===== config.mk =====
export PLATFORM = sky130hd
export DESIGN_NAME = puf_quality_meter
export DESIGN_NICKNAME = d
export VERILOG_FILES = /design/src/rtl/puf_qm_pkg.sv /design/src/rtl/puf_popcount.sv /design/src/rtl/puf_metric_acc.sv /design/src/rtl/puf_mask_indexer.sv /design/src/rtl/puf_quality_meter.sv
export SDC_FILE = /design/constraint.sdc
export NUM_CORES = 1
export LEC_CHECK = 0
export BUFFER_PORTS_ARGS = -buffer_cell sky130_fd_sc_hd__buf_2
export CORE_MARGIN = 2
export CORE_UTILIZATION = 50
export DETAILED_ROUTE_END_ITERATION = 12
export GPL_ROUTABILITY_DRIVEN = 0
export PLACE_DENSITY = 0.87
export SLEW_MARGIN = 30
export SYNTH_ARGS = -nofsm -noshare
export SYNTH_HDL_FRONTEND = slang
export SYNTH_SLANG_ARGS = --single-unit

===== constraint.sdc =====
create_clock -name clk_i -period 2.45 [get_ports clk_i]
set_clock_uncertainty 0.1 [all_clocks]
set_input_delay 0.49 -clock clk_i [delete_from_list [all_inputs] [get_ports clk_i]]
set_output_delay 0.49 -clock clk_i [all_outputs]
set_load 0.01 [all_outputs]

===== src/rtl/puf_qm_pkg.sv =====
package puf_qm_pkg;
  localparam int WORD_W_DEF = 64;
  localparam int CNT_W_DEF  = 32;
  localparam int IDX_W_DEF  = 8;

  typedef enum int {
    MET_DIST   = 0,
    MET_MASKED = 1,
    MET_RAW    = 2
  } metric_e;

  localparam int NUM_METRICS = 3;
endpackage


===== src/rtl/puf_popcount.sv =====
module puf_popcount #(
  parameter int W  = 64,
  localparam int LV = $clog2(W),
  localparam int CW = LV + 1
) (
  input  logic [W-1:0]  vec_i,
  output logic [CW-1:0] cnt_o
);
  initial begin
    assert (W == (1 << LV)) else $error("popcount width must be a power of two");
  end

  for (genvar l = 0; l <= LV; l++) begin : g_lvl
    localparam int N = W >> l;
    logic [CW-1:0] s [N];
    if (l == 0) begin : g_leaf
      for (genvar i = 0; i < N; i++) begin : g_bit
        assign s[i] = CW'(vec_i[i]);
      end
    end else begin : g_node
      for (genvar j = 0; j < N; j++) begin : g_add
        assign s[j] = g_lvl[l-1].s[2*j] + g_lvl[l-1].s[2*j+1];
      end
    end
  end

  assign cnt_o = g_lvl[LV].s[0];
endmodule


===== src/rtl/puf_metric_acc.sv =====
module puf_metric_acc #(
  parameter int CNT_W = 32,
  parameter int INC_W = 7
) (
  input  logic             clk_i,
  input  logic             rst_ni,
  input  logic             clear_i,
  input  logic             add_i,
  input  logic [INC_W-1:0] inc_i,
  output logic [CNT_W-1:0] cnt_o
);
  logic [CNT_W-1:0] cnt_q, cnt_d;
  logic             cnt_en;

  always_comb begin
    cnt_en = clear_i | add_i;
    cnt_d  = clear_i ? '0 : cnt_q + CNT_W'(inc_i);
  end

  always_ff @(posedge clk_i or negedge rst_ni) begin
    if (!rst_ni)     cnt_q <= '0;
    else if (cnt_en) cnt_q <= cnt_d;
  end

  assign cnt_o = cnt_q;

  assert_acc_clear_R8: assert property (@(posedge clk_i) disable iff (!rst_ni)
    clear_i |=> (cnt_o == '0));
  assert_acc_idle_R9: assert property (@(posedge clk_i) disable iff (!rst_ni)
    (!clear_i && !add_i) |=> $stable(cnt_o));
endmodule


===== src/rtl/puf_mask_indexer.sv =====
module puf_mask_indexer #(
  parameter int IDX_W = 8
) (
  input  logic             clk_i,
  input  logic             rst_ni,
  input  logic             clear_i,
  input  logic             step_i,
  input  logic [IDX_W-1:0] prefix_i,
  input  logic [IDX_W-1:0] period_i,
  output logic [IDX_W-1:0] idx_o
);
  logic [IDX_W-1:0] idx_q, idx_d;
  logic [IDX_W:0]   last_w;
  logic             at_end;
  logic             idx_en;

  always_comb begin
    last_w = {1'b0, prefix_i} + {1'b0, period_i} - 1'b1;
    at_end = ({1'b0, idx_q} >= last_w);
    idx_en = clear_i | (step_i & (period_i != '0));
    if (clear_i)     idx_d = '0;
    else if (at_end) idx_d = prefix_i;
    else             idx_d = idx_q + 1'b1;
  end

  always_ff @(posedge clk_i or negedge rst_ni) begin
    if (!rst_ni)     idx_q <= '0;
    else if (idx_en) idx_q <= idx_d;
  end

  assign idx_o = idx_q;

  assert_idx_clear_R8: assert property (@(posedge clk_i) disable iff (!rst_ni)
    clear_i |=> (idx_o == '0));
  assert_idx_wrap_R6: assert property (@(posedge clk_i) disable iff (!rst_ni)
    (step_i && !clear_i && period_i != '0 &&
     ({1'b0, idx_o} >= ({1'b0, prefix_i} + {1'b0, period_i} - 1'b1)))
    |=> (idx_o == $past(prefix_i)));
  assert_idx_hold_R9: assert property (@(posedge clk_i) disable iff (!rst_ni)
    (!step_i && !clear_i) |=> $stable(idx_o));
endmodule


===== src/rtl/puf_quality_meter.sv =====
module puf_quality_meter
  import puf_qm_pkg::*;
#(
  parameter int WORD_W = WORD_W_DEF,
  parameter int CNT_W  = CNT_W_DEF,
  parameter int IDX_W  = IDX_W_DEF,
  localparam int PC_W  = $clog2(WORD_W) + 1
) (
  input  logic              clk_i,
  input  logic              rst_ni,
  input  logic              clear_i,
  input  logic [IDX_W-1:0]  cfg_prefix_i,
  input  logic [IDX_W-1:0]  cfg_period_i,
  input  logic              in_valid_i,
  output logic              in_ready_o,
  input  logic [WORD_W-1:0] in_word_i,
  input  logic              in_last_i,
  input  logic [WORD_W-1:0] enroll_word_i,
  input  logic [WORD_W-1:0] mask_word_i,
  output logic [IDX_W-1:0]  mask_idx_o,
  output logic              done_o,
  output logic [CNT_W-1:0]  wchd_o,
  output logic [CNT_W-1:0]  mhw_o,
  output logic [CNT_W-1:0]  hw_o,
  output logic [CNT_W-1:0]  bits_o
);
  logic done_q, done_d, done_en;
  logic accept;

  logic [WORD_W-1:0] opnd  [NUM_METRICS];
  logic [PC_W-1:0]   pcnt  [NUM_METRICS];
  logic [CNT_W-1:0]  mcnt  [NUM_METRICS];

  assign in_ready_o = ~done_q & ~clear_i;
  assign accept     = in_valid_i & in_ready_o;

  always_comb begin
    done_en = clear_i | accept;
    done_d  = clear_i ? 1'b0 : in_last_i;
  end

  always_ff @(posedge clk_i or negedge rst_ni) begin
    if (!rst_ni)      done_q <= 1'b0;
    else if (done_en) done_q <= done_d;
  end

  assign opnd[MET_DIST]   = in_word_i ^ enroll_word_i;
  assign opnd[MET_MASKED] = in_word_i ^ mask_word_i;
  assign opnd[MET_RAW]    = in_word_i;

  for (genvar m = 0; m < NUM_METRICS; m++) begin : g_met
    puf_popcount #(.W(WORD_W)) u_pc (
      .vec_i (opnd[m]),
      .cnt_o (pcnt[m])
    );
    puf_metric_acc #(.CNT_W(CNT_W), .INC_W(PC_W)) u_acc (
      .clk_i   (clk_i),
      .rst_ni  (rst_ni),
      .clear_i (clear_i),
      .add_i   (accept),
      .inc_i   (pcnt[m]),
      .cnt_o   (mcnt[m])
    );
  end

  puf_metric_acc #(.CNT_W(CNT_W), .INC_W(PC_W)) u_bits (
    .clk_i   (clk_i),
    .rst_ni  (rst_ni),
    .clear_i (clear_i),
    .add_i   (accept),
    .inc_i   (PC_W'(WORD_W)),
    .cnt_o   (bits_o)
  );

  puf_mask_indexer #(.IDX_W(IDX_W)) u_idx (
    .clk_i    (clk_i),
    .rst_ni   (rst_ni),
    .clear_i  (clear_i),
    .step_i   (accept),
    .prefix_i (cfg_prefix_i),
    .period_i (cfg_period_i),
    .idx_o    (mask_idx_o)
  );

  assign wchd_o = mcnt[MET_DIST];
  assign mhw_o  = mcnt[MET_MASKED];
  assign hw_o   = mcnt[MET_RAW];
  assign done_o = done_q;

  assert_done_rise_R7: assert property (@(posedge clk_i) disable iff (!rst_ni)
    (in_valid_i && in_ready_o && in_last_i) |=> done_o);
  assert_done_hold_R7: assert property (@(posedge clk_i) disable iff (!rst_ni)
    (done_o && !clear_i) |=> (done_o && $stable(bits_o) && $stable(wchd_o)));
  assert_no_ready_done_R7: assert property (@(posedge clk_i) disable iff (!rst_ni)
    done_o |-> !in_ready_o);
  assert_bits_step_R5: assert property (@(posedge clk_i) disable iff (!rst_ni)
    (in_valid_i && in_ready_o) |=> (bits_o == $past(bits_o) + CNT_W'(WORD_W)));
  assert_dist_bound_R2: assert property (@(posedge clk_i) disable iff (!rst_ni)
    (!clear_i) |=> (wchd_o - $past(wchd_o) <= CNT_W'(WORD_W)));
endmodule


== Yosys cells after proc, flatten, opt, wreduce, memory -nomap -nowiden ==
Index checks and enable logic that the tools add are counted.

* Mux-type cells: 7
* $lt $le $gt $ge: 1
* Add/subtract/negate cells: 196
* Bitwise logic cells: 9
* Reductions and logical operators: 1

{| class="wikitable"
|+ Operators with widths
! cell !! number
|-
| 7-bit adder || 93
|-
| 1-bit by 1-bit adder with 2-bit output || 96
|-
| 32-bit two-way mux || 4
|-
| 64-bit XOR || 2
|-
| 32-bit by 7-bit adder with 32-bit output || 3
|-
| 32-bit by 7-bit adder with 32-bit output, second input constant || 1
|-
| 8-bit two-way mux || 2
|-
| 8-bit by 8-bit adder with 9-bit output || 1
|-
| 8-bit by 9-bit >= comparator with 1-bit output || 1
|-
| 9-bit by 1-bit subtractor with 9-bit output, second input constant || 1
|-
| 8-bit by 1-bit adder with 8-bit output, second input constant || 1
|-
| 8-bit nonzero test || 1
|-
| 1-bit AND || 3
|-
| 1-bit NOT || 2
|-
| 1-bit OR || 2
|-
| 1-bit two-way mux || 1
|}

* Register bits: 137
* Output and inout port bits: 138
* Word-level logic and storage cells: 220
* Input port bits: 213

== Logic depth before layout (Yosys ltp) ==
* Depth in word-level cells: 9
* Mapped depth: 32
* Depth with buffers taken out: 31

== Cells and area by module ==
From an unflattened synthesis, not the netlist that was laid out.

* Cells, all modules: 1,568
* Area, all modules: 15,148.3 sq um

{| class="wikitable"
|+ Modules (own cells, without submodules)
! module !! sequential area each (sq um) !! area an instance (sq um) !! times used !! cells an instance
|-
| puf_metric_acc || 800.8 || 1,899.3 || 4 || 194
|-
| puf_popcount at g_met[1].u_pc || 0.0 || 1,736.7 || 1 || 173
|-
| puf_popcount at g_met[2].u_pc || 0.0 || 1,729.2 || 1 || 172
|-
| puf_popcount at g_met[0].u_pc || 0.0 || 1,722.9 || 1 || 172
|-
| puf_mask_indexer || 200.2 || 1,187.4 || 1 || 140
|-
| puf_quality_meter || 25.0 || 1,174.9 || 1 || 135
|}

== Least setup slack after synthesis ==
Ideal clock, no wire load.

* Path kind: input to register
* Start: in mask_word_i[62]
* End: reg g_met[1].u_acc.cnt_q[21]
* Setup slack: -5.065 ns
* Stages on the path: 30
* Data required time: 2.272 ns
* Data arrival time: 7.337 ns
* Library setup time: 0.078 ns
* Path buffers: 1
* Cells stage by stage: xor2_1 -> ha_1 -> inv_1 -> fa_1 -> inv_1 -> fa_1 -> inv_1 -> fa_1 -> inv_1 -> fa_1 -> fa_1 -> fa_1 -> inv_1 -> fa_1 -> inv_1 -> ha_1 -> inv_1 -> fa_1 -> inv_1 -> a21o_1 -> a21oi_1 -> xnor2_1 -> ha_1 -> o21a_1 -> o21ai_1 -> a21o_1 -> or3_1 -> clkbuf_2 -> or4_1 -> a21oi_1

* Cells in the longest elaborated chain, start to end: 9

{| class="wikitable"
|+ RTL lines
! what !! line !! RTL
|-
| start, declared || puf_quality_meter.sv:19 || <nowiki>input logic [WORD_W-1:0] mask_word_i,</nowiki>
|-
| 64-bit XOR || puf_quality_meter.sv:48 || <nowiki>assign opnd[MET_MASKED] = in_word_i ^ mask_word_i;</nowiki>
|-
| 1-bit by 1-bit adder with 2-bit output || puf_popcount.sv:22 || <nowiki>assign s[j] = g_lvl[l-1].s[2*j] + g_lvl[l-1].s[2*j+1];</nowiki>
|-
| 7-bit adder (5 in a row) || puf_popcount.sv:22 ||
|-
| 32-bit by 7-bit adder with 32-bit output || puf_metric_acc.sv:17 || <nowiki>cnt_d = clear_i ? '0 : cnt_q + CNT_W'(inc_i);</nowiki>
|-
| 32-bit two-way mux || puf_metric_acc.sv:17 ||
|-
| end signal, assigned || puf_metric_acc.sv:22 || <nowiki>else if (cnt_en) cnt_q <= cnt_d;</nowiki>
|-
| end, declared || puf_metric_acc.sv:12 || <nowiki>logic [CNT_W-1:0] cnt_q, cnt_d;</nowiki>
|}

No other way between the ends.
A chain may end at the register's enable or synchronous reset.

== Final worst setup path ==
* Start: in in_word_i[24]
* End: reg g_met[0].u_acc.cnt_q[27]

* Cells in the longest elaborated chain, start to end: 9

{| class="wikitable"
|+ RTL lines
! what !! line !! RTL
|-
| start, declared || puf_quality_meter.sv:16 || <nowiki>input logic [WORD_W-1:0] in_word_i,</nowiki>
|-
| 64-bit XOR || puf_quality_meter.sv:47 || <nowiki>assign opnd[MET_DIST] = in_word_i ^ enroll_word_i;</nowiki>
|-
| 1-bit by 1-bit adder with 2-bit output || puf_popcount.sv:22 ||
|-
| 7-bit adder (5 in a row) || puf_popcount.sv:22 ||
|-
| 32-bit by 7-bit adder with 32-bit output || puf_metric_acc.sv:17 ||
|-
| 32-bit two-way mux || puf_metric_acc.sv:17 ||
|-
| end signal, assigned || puf_metric_acc.sv:22 ||
|-
| end, declared || puf_metric_acc.sv:12 ||
|}

No other way between the ends.

==> summary.md <==
| Metric | Value |
|---|---|
| Status | `complete, but fails checks` |
| Failing checks | `negative setup slack` |
| RSZ-0062 raised after global routing | `true` |
| Number of port buffers | `about 340` |
| Syn Area/Cell | `9.430 um2` |
| Wire per inst | `about 22 um` |
| Slew Viols, Final | `0` |
| Share of the synthesized area in the top cell type | `about a quarter` |
| Hpwl dp | `39.80 mm` |
| Largest cells by area after synthesis | `fa_1, dfrtp_1, ha_1, inv_1, xor2_1` |
| Vias | `between 15000 and 20000` |
| Final Non-Filler Cells | `about 2600` |
| Clock slew at reported path FFs | `around 0.070 ns` |
| Worst setup margin | `-5.097 ns` |
| FF+latch count, synth | `~130` |
| Worst skew pair latency | `between 0.4 and 0.5 ns` |
| Commonest non-fill, non-tap cell in the layout | `buf_2` |
| Mapped Cells | `between 1500 and 2000` |
| Clock Sink Count | `131` |
| Crit path max fanout | `4` |
| Final Core Density | `between 70 and 80%` |
| Placed cell count | `between 2000 and 3000` |
| Post-Route WL | `around 58 mm` |
| Area Overhead vs Synth | `44.01%` |
| Inserted Clock Buffers | `17` |
| Post-synthesis cell type count | `between 60 and 70` |
| I/O Pins | `351` |
| Via density | `5.838` |
| Period utilization | `308.1%` |
| Antenna viol nets, final | `0` |
| Die area | `between 30000 and 40000 um2` |
| Final min period | `approximately 7.5 ns` |
| Fillers | `1804` |
| Nets@finish | `2804` |
| Longest Clk Path Bufs | `2` |
| Ys flop type | `dfrtp_1` |
| Final setup vio count | `between 100 and 150` |
| Post-synth EDFFs | `0` |
| Worst slew pin tran | `approximately 0.77 ns` |
| CP Class | `input port to flip-flop` |
| GR Util All Layers | `about a third` |
| GR Overflow Total | `0` |
| CTS tree | `built` |
| Maxcap violations | `0` |
| Post-route DRC | `0` |
| Drt pass-1 iters | `6` |
| Max_slew headroom | `between 40% and 50%` |
| Met3 WL | `between 4 and 5 mm` |
| Yosys synthesis warning count | `0` |
| Pin count of the biggest net entering global routing | `a little under 70` |
| WL met1 | `19.51 mm` |
| Global-route wire length before repair | `approximately 84 mm` |
| Metal2 WL | `around 30 mm` |
| Initial antenna violation count | `4` |
| HP Class | `input port to flip-flop` |
| Share of layout cells above drive strength 1 | `approximately 43%` |
| Row count | `64` |
| Max Clk Rate | `about 130 MHz` |
| CTS H-tree depth | `4` |
| CP Launch Type | `input port` |
| Required @ worst endpoint | `2.69 ns` |
| DR top layer | `met4` |
| Vias in the first global route | `about 16000` |
| Die H | `181.4 um` |
| Core area | `30750 um2` |
| Yosys top cell by area | `fa_1` |
| Seq/Total Area, Yosys | `a little over a fifth` |
| Total negative setup slack | `-441.27 ns` |
| CP Capture Type | `flip-flop` |
| Clk root buf | `clkbuf_16` |
| Hold Vio Cnt, Final | `0` |
| Synth async-reset ratio | `100.0%` |
| Most frequent cells in the layout | `buf_2, inv_1, buf_4, fa_1, xor2_1` |
| DRT iter0 DRCs | `1294` |
| Synthesized cell area | `around 16000 um2` |
| Critical path arrival | `between 7 and 8 ns` |
| Die span in x | `about 180 um` |
| Initial core utilization | `51.15%` |
==> critical path, cell delays in order <==
cell and delay [ns]:
buf_4 0.14, xor2_1 0.26, ha_1 0.26, fa_1 0.57, fa_1 0.59, inv_1 0.06, fa_1 0.49, fa_1 0.52
inv_2 0.05, fa_1 0.50, fa_1 0.52, inv_1 0.05, fa_1 0.45, inv_2 0.08, ha_4 0.13, inv_2 0.04
fa_2 0.36, inv_2 0.06, a21o_1 0.12, a21oi_2 0.07, xnor2_2 0.17, ha_1 0.32, o21a_1 0.17, o21a_1 0.27
nor2_4 0.08, or3_4 0.40, or4_1 0.42, a21oi_1 0.13
==> cells in the mapped netlist, types with 5 or more instances <==
cell type,n
inv_1,352
fa_1,184
ha_1,178
xor2_1,145
dfrtp_1,131
nand2_1,96
nor2_1,74
a21oi_1,68
xnor2_1,46
nand3_1,41
o21ai_1,28
clkbuf_1,25
nor3_1,24
nand4_1,20
nor4_1,20
or3_1,19
a21o_1,18
mux2i_1,17
o31ai_1,17
and3_1,15
o21ai_0,15
or4_1,14
nor2b_1,10
a211oi_1,8
nand2b_1,8
o21a_1,8
a221o_1,7
o211ai_1,7
and4_1,6
buf_4,6
a2111oi_0,5
buf_1,5
==> flip-flops by register name (all words and copies together) (netlist names) <==
register           cells
u_bits.cnt_o          26
g_met.u_acc.cnt_o     96
u_idx.idx_o            8
done_o                 1
==> area by class of cell <==
cell class	count	area, um2	share of cell area, %
Tap cell	396	495.5	2.187
Sequential cell	131	3278	14.47
Inverter	355	1346	5.944
Clock inverter	12	128.9	0.5690
Antenna cell	4	10.01	0.04419
Timing Repair Buffer	574	3976	17.56
Clock buffer	20	456.7	2.016
Multi-Input combinational cell	1150	12960	57.21
==> cell families (layout without fill, tap and decap cells) <==
group / after synthesis / count (layout) / share of synthesized area [%]
buffers and inverters: 393 / 961 / 9.546
and+or+nand+nor: 369 / 370 / 11.91
adders and majority gates: 362 / 362 / 37.58
AOI/OAI and AO/OA: 200 / 200 / 8.098
xor gates and xnor gates: 191 / 191 / 10.64
DFF: 131 / 131 / 20.84
muxes: 21 / 21 / 1.368
other: 1 / 10 / 0.02384
==> stage by stage <==
step	worst slack [ns]	area [um2]	hold WS [ns]
after global routing	-5.213	22650	0.2197
after floorplan	-4.863	16440	0.09441
after global placement	-5.157	19850	0.3555
after CTS	-4.766	22060	0.2174
final	-5.097	22650	0.2339
after detailed placement	-5.384	19850	0.3635
==> routing by layer <==
layer	GRT usage (%)	up-vias
met5	0	-
met4	20.85	0
met3	5.866	384
met2	59.08	1053
met1	35.00	7490
li1	-	6498
==> worst paths after layout <==
path | slack [ns] | startpoint | depth (start not counted) | to
worst min-delay path | 0.23 | cfg_prefix_i[3] | 2 | u_idx.idx_o[3]$_DFFE_PN0P_
worst max-delay path | -5.10 | in_word_i[24] | 28 | g_met[0].u_acc.cnt_o[27]$_DFFE_PN0N_
max in group asynchronous | 1.04 | rst_ni | 3 | u_idx.idx_o[0]$_DFFE_PN0P_
worst min register to register | 0.40 | g_met[2].u_acc.cnt_o[31]$_DFFE_PN0N_ | 1 | g_met[2].u_acc.cnt_o[31]$_DFFE_PN0N_
worst max register to register | -0.51 | g_met[1].u_acc.cnt_o[0]$_DFFE_PN0N_ | 11 | g_met[1].u_acc.cnt_o[28]$_DFFE_PN0N_
min in group asynchronous | 0.48 | rst_ni | 2 | g_met[1].u_acc.cnt_o[27]$_DFFE_PN0N_
==> timing repair <==
item,in CTS,in global routing
hold buffers,1,0
endpoints found under the setup margin,104,104
resized for setup,291,101
gates cloned,1,1
hold endpoints to repair,29,0
pin swaps,177,101
setup buffers,36,23
Power is left out: the tool's default activity adds up to more than one toggle a clock period on the data nets, which glitch-free logic cannot reach.
